===== src/rtl/mdu_pkg.sv =====
package mdu_pkg;

  typedef enum logic [2:0] {
    OP_MUL_S  = 3'd0,
    OP_MUL_U  = 3'd1,
    OP_DIV_S  = 3'd2,
    OP_DIV_U  = 3'd3,
    OP_SET_HI = 3'd4,
    OP_SET_LO = 3'd5
  } mduOp_e;

  // strobes from control to datapath, at most one action per cycle
  typedef struct packed {
    logic signedOp;
    logic loadMul;
    logic loadDiv;
    logic divStep;
    logic commitMul;
    logic commitDiv;
    logic writeHi;
    logic writeLo;
  } mduStrobe_t;

endpackage


===== src/rtl/mdu_div_step.sv =====
module mdu_div_step #(
  parameter int WIDTH = 32
) (
  input  logic [WIDTH-1:0] remIn,
  input  logic [WIDTH-1:0] quoIn,
  input  logic [WIDTH-1:0] divisor,
  output logic [WIDTH-1:0] remOut,
  output logic [WIDTH-1:0] quoOut
);

  logic [WIDTH:0]   shifted;
  logic [WIDTH+1:0] diff;
  logic             fits;

  always_comb begin
    shifted = {remIn, quoIn[WIDTH-1]};
    diff    = {1'b0, shifted} - {2'b00, divisor};
    fits    = ~diff[WIDTH+1];
    remOut  = fits ? diff[WIDTH-1:0] : shifted[WIDTH-1:0];
    quoOut  = {quoIn[WIDTH-2:0], fits};
  end

endmodule


===== src/rtl/mdu_ctrl.sv =====
module mdu_ctrl
  import mdu_pkg::*;
#(
  parameter int MUL_CYCLES = 2,
  parameter int DIV_CYCLES = 32,
  parameter int CNT_W      = 6
) (
  input  logic       clk,
  input  logic       rst,
  input  logic       cmdValid,
  input  logic [2:0] cmdOp,
  output logic       busy,
  output mduStrobe_t strb
);

  typedef enum logic [1:0] {ST_IDLE, ST_MUL, ST_DIV, ST_FIX} state_e;

  state_e           state;
  logic [CNT_W-1:0] cnt;
  logic             accept;

  assign busy   = (state != ST_IDLE);
  assign accept = cmdValid && (state == ST_IDLE);

  always_comb begin
    strb = '0;
    unique case (state)
      ST_IDLE: begin
        if (accept) begin
          case (mduOp_e'(cmdOp))
            OP_MUL_S:  begin strb.loadMul = 1'b1; strb.signedOp = 1'b1; end
            OP_MUL_U:  strb.loadMul = 1'b1;
            OP_DIV_S:  begin strb.loadDiv = 1'b1; strb.signedOp = 1'b1; end
            OP_DIV_U:  strb.loadDiv = 1'b1;
            OP_SET_HI: strb.writeHi = 1'b1;
            OP_SET_LO: strb.writeLo = 1'b1;
            default:   ;
          endcase
        end
      end
      ST_MUL:  strb.commitMul = (cnt == '0);
      ST_DIV:  strb.divStep   = 1'b1;
      ST_FIX:  strb.commitDiv = 1'b1;
      default: ;
    endcase
  end

  always_ff @(posedge clk) begin
    if (rst) begin
      state <= ST_IDLE;
      cnt   <= '0;
    end else begin
      unique case (state)
        ST_IDLE: begin
          if (strb.loadMul) begin
            state <= ST_MUL;
            cnt   <= CNT_W'(MUL_CYCLES - 1);
          end else if (strb.loadDiv) begin
            state <= ST_DIV;
            cnt   <= CNT_W'(DIV_CYCLES - 1);
          end
        end
        ST_MUL: begin
          if (cnt == '0) state <= ST_IDLE;
          else           cnt   <= cnt - 1'b1;
        end
        ST_DIV: begin
          if (cnt == '0) state <= ST_FIX;
          else           cnt   <= cnt - 1'b1;
        end
        ST_FIX:  state <= ST_IDLE;
        default: state <= ST_IDLE;
      endcase
    end
  end

  // a command seen while busy must not produce any loading strobe
  assert_no_issue_busy_R9: assert property (@(posedge clk) disable iff (rst)
    busy |-> !(strb.loadMul || strb.loadDiv || strb.writeHi || strb.writeLo));

  // at most one register-changing action per cycle
  assert_single_action_R8: assert property (@(posedge clk) disable iff (rst)
    $onehot0({strb.loadMul, strb.loadDiv, strb.commitMul, strb.commitDiv,
              strb.writeHi, strb.writeLo}));

  // the correction cycle only ever follows the iteration loop
  assert_fix_after_loop_R8: assert property (@(posedge clk) disable iff (rst)
    strb.commitDiv |-> $past(strb.divStep));

endmodule


===== src/rtl/mdu_datapath.sv =====
module mdu_datapath
  import mdu_pkg::*;
#(
  parameter int WIDTH          = 32,
  parameter int STEPS_PER_CYCLE = 1
) (
  input  logic             clk,
  input  logic             rst,
  input  mduStrobe_t       strb,
  input  logic [WIDTH-1:0] opA,
  input  logic [WIDTH-1:0] opB,
  output logic [WIDTH-1:0] hiOut,
  output logic [WIDTH-1:0] loOut
);

  localparam int PW = 2 * WIDTH + 2;

  logic [WIDTH-1:0] hiReg, loReg;
  logic [WIDTH-1:0] aReg, bReg;
  logic             signedReg;
  logic [WIDTH-1:0] remReg, quoReg, divMag;

  function automatic logic [WIDTH-1:0] magOf(input logic [WIDTH-1:0] x,
                                             input logic sgn);
    return (sgn && x[WIDTH-1]) ? (~x + 1'b1) : x;
  endfunction

  // product over sign- or zero-extended operands
  logic [WIDTH:0]   extA, extB;
  logic [PW-1:0]    wideA, wideB, prodWide;
  logic [2*WIDTH-1:0] product;

  always_comb begin
    extA     = {signedReg & aReg[WIDTH-1], aReg};
    extB     = {signedReg & bReg[WIDTH-1], bReg};
    wideA    = {{(PW-WIDTH-1){extA[WIDTH]}}, extA};
    wideB    = {{(PW-WIDTH-1){extB[WIDTH]}}, extB};
    prodWide = wideA * wideB;
    product  = prodWide[2*WIDTH-1:0];
  end

  // iteration chain, unrolled when several bits retire per cycle
  logic [WIDTH-1:0] remChain [0:STEPS_PER_CYCLE];
  logic [WIDTH-1:0] quoChain [0:STEPS_PER_CYCLE];

  assign remChain[0] = remReg;
  assign quoChain[0] = quoReg;

  for (genvar s = 0; s < STEPS_PER_CYCLE; s++) begin : g_step
    mdu_div_step #(.WIDTH(WIDTH)) u_step (
      .remIn  (remChain[s]),
      .quoIn  (quoChain[s]),
      .divisor(divMag),
      .remOut (remChain[s+1]),
      .quoOut (quoChain[s+1])
    );
  end

  // sign correction and defined results for the special cases
  logic             negQ, negR, divZero;
  logic [WIDTH-1:0] quoFinal, remFinal;

  always_comb begin
    negQ    = signedReg & (aReg[WIDTH-1] ^ bReg[WIDTH-1]);
    negR    = signedReg & aReg[WIDTH-1];
    divZero = (bReg == '0);
    if (divZero) begin
      remFinal = aReg;
      quoFinal = (signedReg && aReg[WIDTH-1]) ? WIDTH'(1) : '1;
    end else begin
      quoFinal = negQ ? (~quoReg + 1'b1) : quoReg;
      remFinal = negR ? (~remReg + 1'b1) : remReg;
    end
  end

  always_ff @(posedge clk) begin
    if (rst) begin
      hiReg     <= '0;
      loReg     <= '0;
      aReg      <= '0;
      bReg      <= '0;
      signedReg <= 1'b0;
      remReg    <= '0;
      quoReg    <= '0;
      divMag    <= '0;
    end else begin
      if (strb.loadMul || strb.loadDiv) begin
        aReg      <= opA;
        bReg      <= opB;
        signedReg <= strb.signedOp;
      end
      if (strb.loadDiv) begin
        remReg <= '0;
        quoReg <= magOf(opA, strb.signedOp);
        divMag <= magOf(opB, strb.signedOp);
      end
      if (strb.divStep) begin
        remReg <= remChain[STEPS_PER_CYCLE];
        quoReg <= quoChain[STEPS_PER_CYCLE];
      end
      if (strb.commitMul) begin
        hiReg <= product[2*WIDTH-1:WIDTH];
        loReg <= product[WIDTH-1:0];
      end
      if (strb.commitDiv) begin
        hiReg <= remFinal;
        loReg <= quoFinal;
      end
      if (strb.writeHi) hiReg <= opA;
      if (strb.writeLo) loReg <= opA;
    end
  end

  assign hiOut = hiReg;
  assign loOut = loReg;

  assert_sethi_keeps_lo_R7: assert property (@(posedge clk) disable iff (rst)
    strb.writeHi |=> (hiReg == $past(opA)) && $stable(loReg));

  assert_setlo_keeps_hi_R7: assert property (@(posedge clk) disable iff (rst)
    strb.writeLo |=> (loReg == $past(opA)) && $stable(hiReg));

  assert_udiv_zero_lo_R5: assert property (@(posedge clk) disable iff (rst)
    (strb.commitDiv && bReg == '0 && !signedReg) |=> (loReg == '1));

  assert_reset_clears_R11: assert property (@(posedge clk) disable iff (rst)
    $past(rst) |-> (hiReg == '0 && loReg == '0));

endmodule


===== src/rtl/mdu_hilo.sv =====
module mdu_hilo #(
  parameter int WIDTH           = 32,
  parameter int MUL_CYCLES      = 2,
  parameter int STEPS_PER_CYCLE = 1
) (
  input  logic             clk,
  input  logic             rst,
  input  logic             cmdValid,
  input  logic [2:0]       cmdOp,
  input  logic [WIDTH-1:0] opA,
  input  logic [WIDTH-1:0] opB,
  input  logic             readReq,
  input  logic             readSel,
  output logic [WIDTH-1:0] readData,
  output logic             stall,
  output logic             busy
);

  import mdu_pkg::*;

  localparam int DIV_CYCLES = WIDTH / STEPS_PER_CYCLE;
  localparam int CNT_W      = $clog2(DIV_CYCLES + MUL_CYCLES + 1);

  mduStrobe_t       strb;
  logic [WIDTH-1:0] hiVal, loVal;

  mdu_ctrl #(
    .MUL_CYCLES(MUL_CYCLES),
    .DIV_CYCLES(DIV_CYCLES),
    .CNT_W     (CNT_W)
  ) u_ctrl (
    .clk     (clk),
    .rst     (rst),
    .cmdValid(cmdValid),
    .cmdOp   (cmdOp),
    .busy    (busy),
    .strb    (strb)
  );

  mdu_datapath #(
    .WIDTH          (WIDTH),
    .STEPS_PER_CYCLE(STEPS_PER_CYCLE)
  ) u_dp (
    .clk  (clk),
    .rst  (rst),
    .strb (strb),
    .opA  (opA),
    .opB  (opB),
    .hiOut(hiVal),
    .loOut(loVal)
  );

  assign readData = readSel ? hiVal : loVal;
  assign stall    = readReq & busy;

  // result registers never change while a read would be stalled, except at the commit
  assert_stalled_read_stable_R10: assert property (@(posedge clk) disable iff (rst)
    (stall && !strb.commitMul && !strb.commitDiv) |=> $stable(hiVal) && $stable(loVal));

endmodule


===== config.mk =====
export PLATFORM = sky130hd
export DESIGN_NAME = mdu_hilo
export DESIGN_NICKNAME = d
export VERILOG_FILES = /design/src/rtl/mdu_pkg.sv /design/src/rtl/mdu_div_step.sv /design/src/rtl/mdu_ctrl.sv /design/src/rtl/mdu_datapath.sv /design/src/rtl/mdu_hilo.sv
export SDC_FILE = /design/constraint.sdc
export NUM_CORES = 2
export LEC_CHECK = 0
export BUFFER_PORTS_ARGS = -buffer_cell sky130_fd_sc_hd__buf_2
export CAP_MARGIN = 20
export CORE_AREA = 2 2 427 429
export CTS_BUF_LIST = sky130_fd_sc_hd__clkbuf_8
export DETAILED_ROUTE_END_ITERATION = 16
export DIE_AREA = 0 0 429 431
export PLACE_DENSITY_LB_ADDON = 0.12
export SYNTH_ARGS = -nofsm -noshare
export SYNTH_HDL_FRONTEND = slang
export SYNTH_HIERARCHICAL = 1
export SYNTH_SLANG_ARGS = --single-unit

===== constraint.sdc =====
create_clock -name clk -period 10.1 [get_ports clk]
set_input_delay 1.515 -clock clk [delete_from_list [all_inputs] [get_ports clk]]
set_output_delay 1.515 -clock clk [all_outputs]
set_load 0.005 [all_outputs]

==> reports/qor.yml <==
finish:
  final_common_cell: "inv_1"
  final_cell_mix: "inv_1 (1214), fa_1 (1126), nand2_1 (966)"
  final_layout_size_suffix_gt1_share_pct: 7.12
  syn_to_final_growth_pct: 6.90
  layoutNonFillerInstCount: 8546
  fin_nets: 7582
  final_util_pct: 32.0
timing:
  final_hold_viol_count: 0
  fin_ws_ns: 0.996
  fin_tns_setup_ns: 0
  period_needed_ns: 9.10
  slew_viol_final: 0
  final-setup-viol-count: 0
  finClkSkew_ns: 0.0528
  slew_headroom_pct: 24.7
  max_slew.worst_pin.slew_ns: 1.13
  period_share_pct: 90.1
  max_freq_ghz: 0.110
  rsz0062_at_grt: "no"
run_status:
  outcome: "finished clean"
power:
  power.leakage_uw: 0.0266
  ir_worst_vdd_mv: 0.496
  seq_power_share_pct: 18.3
  total_power_uw: 7690
  p_int_uw: 3730
  clock_power_share_pct: 15.3
  swShare_pct: 51.5
  p_switching_uw: 3960
  p_comb_share_pct: 66.4
  power_density_nw_per_um2: 134
place:
  pre_cts_ws_ns: 1.03
  globalplace.congestion: 0.870
  hpwl_mm: 160
  dp.cells: 8446
  io_buffers: 105
clocking:
  cts_resized: 0
  cts_buffer_depth: 3
  clock-sinks: 233
  cts_buffers: 51
  hold_buffers: 0
  postCtsSetupBuffers: 0
  clk_pin_slew_ns: 0.06
  htreeDepth: 2
  cts_root_buf: "clkbuf_8"
  cts_tree: "done"
  clk_latency_ns: 0.70
worst_setup_path:
  worstSetupStartpointType: "flop"
  cp-end-kind: "flop"
  rrSetupSlack_ns: 1.0
  startpoint: "u_dp/aReg[6]"
  criticalPathCategory: "reg2reg"
  worstPathArrival_ns: 9.66
  r2r-end: "u_dp/hiOut[31]"
  r2r_cells: 27
  path_max_fanout: 16
  worstPathRequired_ns: 10.66
  r2r_start: "u_dp/aReg[6]"
global_route:
  grt_pass1_vias: 44857
  track_usage_pct: 21.7
  grt_first_pass_wirelength_mm: 303
  antenna_found_initial: 13
  grt-ovfl-total: 0
  grt_max_degree: 159
floorplanning:
  io_pins: 106
  die_w_um: 429
  num_rows: 156
  die_h_um: 431
  dieArea_um2: 185000
  start_util_pct: 29.9
  core_um2: 180000
route:
  final_antenna_net_count: 0
  drtPass1Iterations: 5
  drc: 0
  avgViaCountPerCell: 4.92
  wire_per_inst_um: 23.1
  drt_iter0_drc: 2708
  drt_wl_total_mm: 198
  vias: 42086
logic_synthesis:
  netlist_area_um2: 53900
  synth_edf_count: 0
  yosysWarnings: 6
  synth.avg_cell_area_um2: 8.55
  syn-instance-count: 6306
  synth_nets: 7759
  synth.distinct_cells: 107
  synthArstFlopShare_pct: 0
  ys_ff_latch: 233
  yosysSeqAreaShare_pct: 8.65
  synthFlopType: "dfxtp_1"
worst_hold_path:
  hold_path_class: "reg2reg"
  hold_end: "u_dp/bReg[27]"
  min-delay-start: "u_dp/bReg[27]"
  hold_depth: 2
flow_run:
  max_cap_viol_count: 0
metal layers:
metal | vias up | track usage, % | wire length [µm]
met1 | 22062 | 32.0 | 95600
met2 | 932 | 34.4 | 89400
met3 | 203 | 1.64 | 7610
li1 | 18881 | - | -
met5 | - | 0 | 51
met4 | 8 | 4.96 | 5000
sequential cells by signal, indices dropped and copies added, names as in the netlist:
| name | count |
|---|---|
| u_ctrl/cnt | 6 |
| u_ctrl/state | 2 |
| u_dp/aReg | 32 |
| u_dp/bReg | 32 |
| u_dp/divMag | 32 |
| u_dp/hiOut | 32 |
| u_dp/loOut | 32 |
| u_dp/quoReg | 32 |
| u_dp/remReg | 32 |
| u_dp/signedReg | 1 |
layout make-up:
cell class / instances / area (µm²)
Antenna cell: 7 / 17.5
Clock buffer: 65 / 895
Clock inverter: 28 / 214
Fill cell: 19166 / 123000
Inverter: 1198 / 4500
Multi-Input combinational cell: 4423 / 42900
Sequential cell: 233 / 4700
Tap cell: 2370 / 2970
Timing Repair Buffer: 222 / 1470
cell usage after synthesis, drive strengths merged (34+ instances only):
master | n | area (µm²)
o21ai | 159 | 803
nor3b | 34 | 272
fa | 1126 | 22500
a21o | 55 | 413
nand2 | 966 | 3630
xor2 | 62 | 543
a21oi | 326 | 1640
dfxtp | 233 | 4660
a211oi | 82 | 643
nor2 | 315 | 1190
and2 | 353 | 2210
buf | 60 | 452
xnor2 | 137 | 1200
inv | 1197 | 4500
nor3 | 40 | 200
mux2 | 56 | 796
ha | 255 | 3190
clkbuf | 392 | 1470
stage by stage:
| step | cell area (µm²) | hold slack, ns |
|---|---|---|
| global placement | 56500 | 0.443 |
| global route | 57600 | 0.478 |
| detailed placement | 56500 | 0.447 |
| floorplan | 53900 | 0.450 |
| CTS | 57600 | 0.455 |
| finish | 57600 | 0.451 |
cells by family after synthesis:
| group | count (synthesis) | synth area share, % |
|---|---|---|
| flip-flops | 233 | 8.65 |
| AND/OR/NAND/NOR | 1913 | 16.4 |
| AO/OA/AOI/OAI | 842 | 9.95 |
| multiplexers | 88 | 2.07 |
| buffers and inverters | 1650 | 11.9 |
| adder cells (fa/ha/maj) | 1381 | 47.7 |
| XOR/XNOR | 199 | 3.23 |
power groups by stage:
| stage | Clock (µW) | Combinational (µW) | Sequential (µW) |
|---|---|---|---|
| after detailed placement | 0 | 5030 | 1420 |
| after floorplan | 0 | 3850 | 1200 |
| final | 1180 | 5110 | 1400 |
| after global routing | 1250 | 5570 | 1430 |
| after CTS | 1210 | 5090 | 1410 |
| after global placement | 0 | 5070 | 1430 |
critical path: stages (launching register included):
cell and delay, ns:
dfxtp_1 0.99, buf_4 0.42, nand2_1 0.12, fa_1 0.52, inv_1 0.04, fa_1 0.47, inv_1 0.05, fa_1 0.48
fa_1 0.55, inv_1 0.06, fa_1 0.59, fa_1 0.48, fa_1 0.49, inv_1 0.05, fa_1 0.50, inv_1 0.06
ha_1 0.43, a21oi_1 0.11, o21ai_0 0.37, o211ai_1 0.24, o31ai_4 0.52, a2111oi_1 0.17, a211oi_2 0.34, a211oi_2 0.14
o31ai_2 0.27, xnor2_1 0.18, a221oi_2 0.08, a21o_1 0.19
how the worst max path moves through the flow:
stage / to / slack (ns) / cells past startpoint
finish: u_dp/hiOut[31] / 1.0 / 27
global route: u_dp/hiOut[31] / 0.55 / 27
CTS: u_dp/hiOut[31] / 0.93 / 27
detailed placement: u_dp/hiOut[31] / 1.03 / 27
global placement: u_dp/hiOut[31] / 1.06 / 27
floorplan: u_dp/hiOut[22] / 1.70 / 33
No activity file was read; power rests on OpenSTA's default activity.
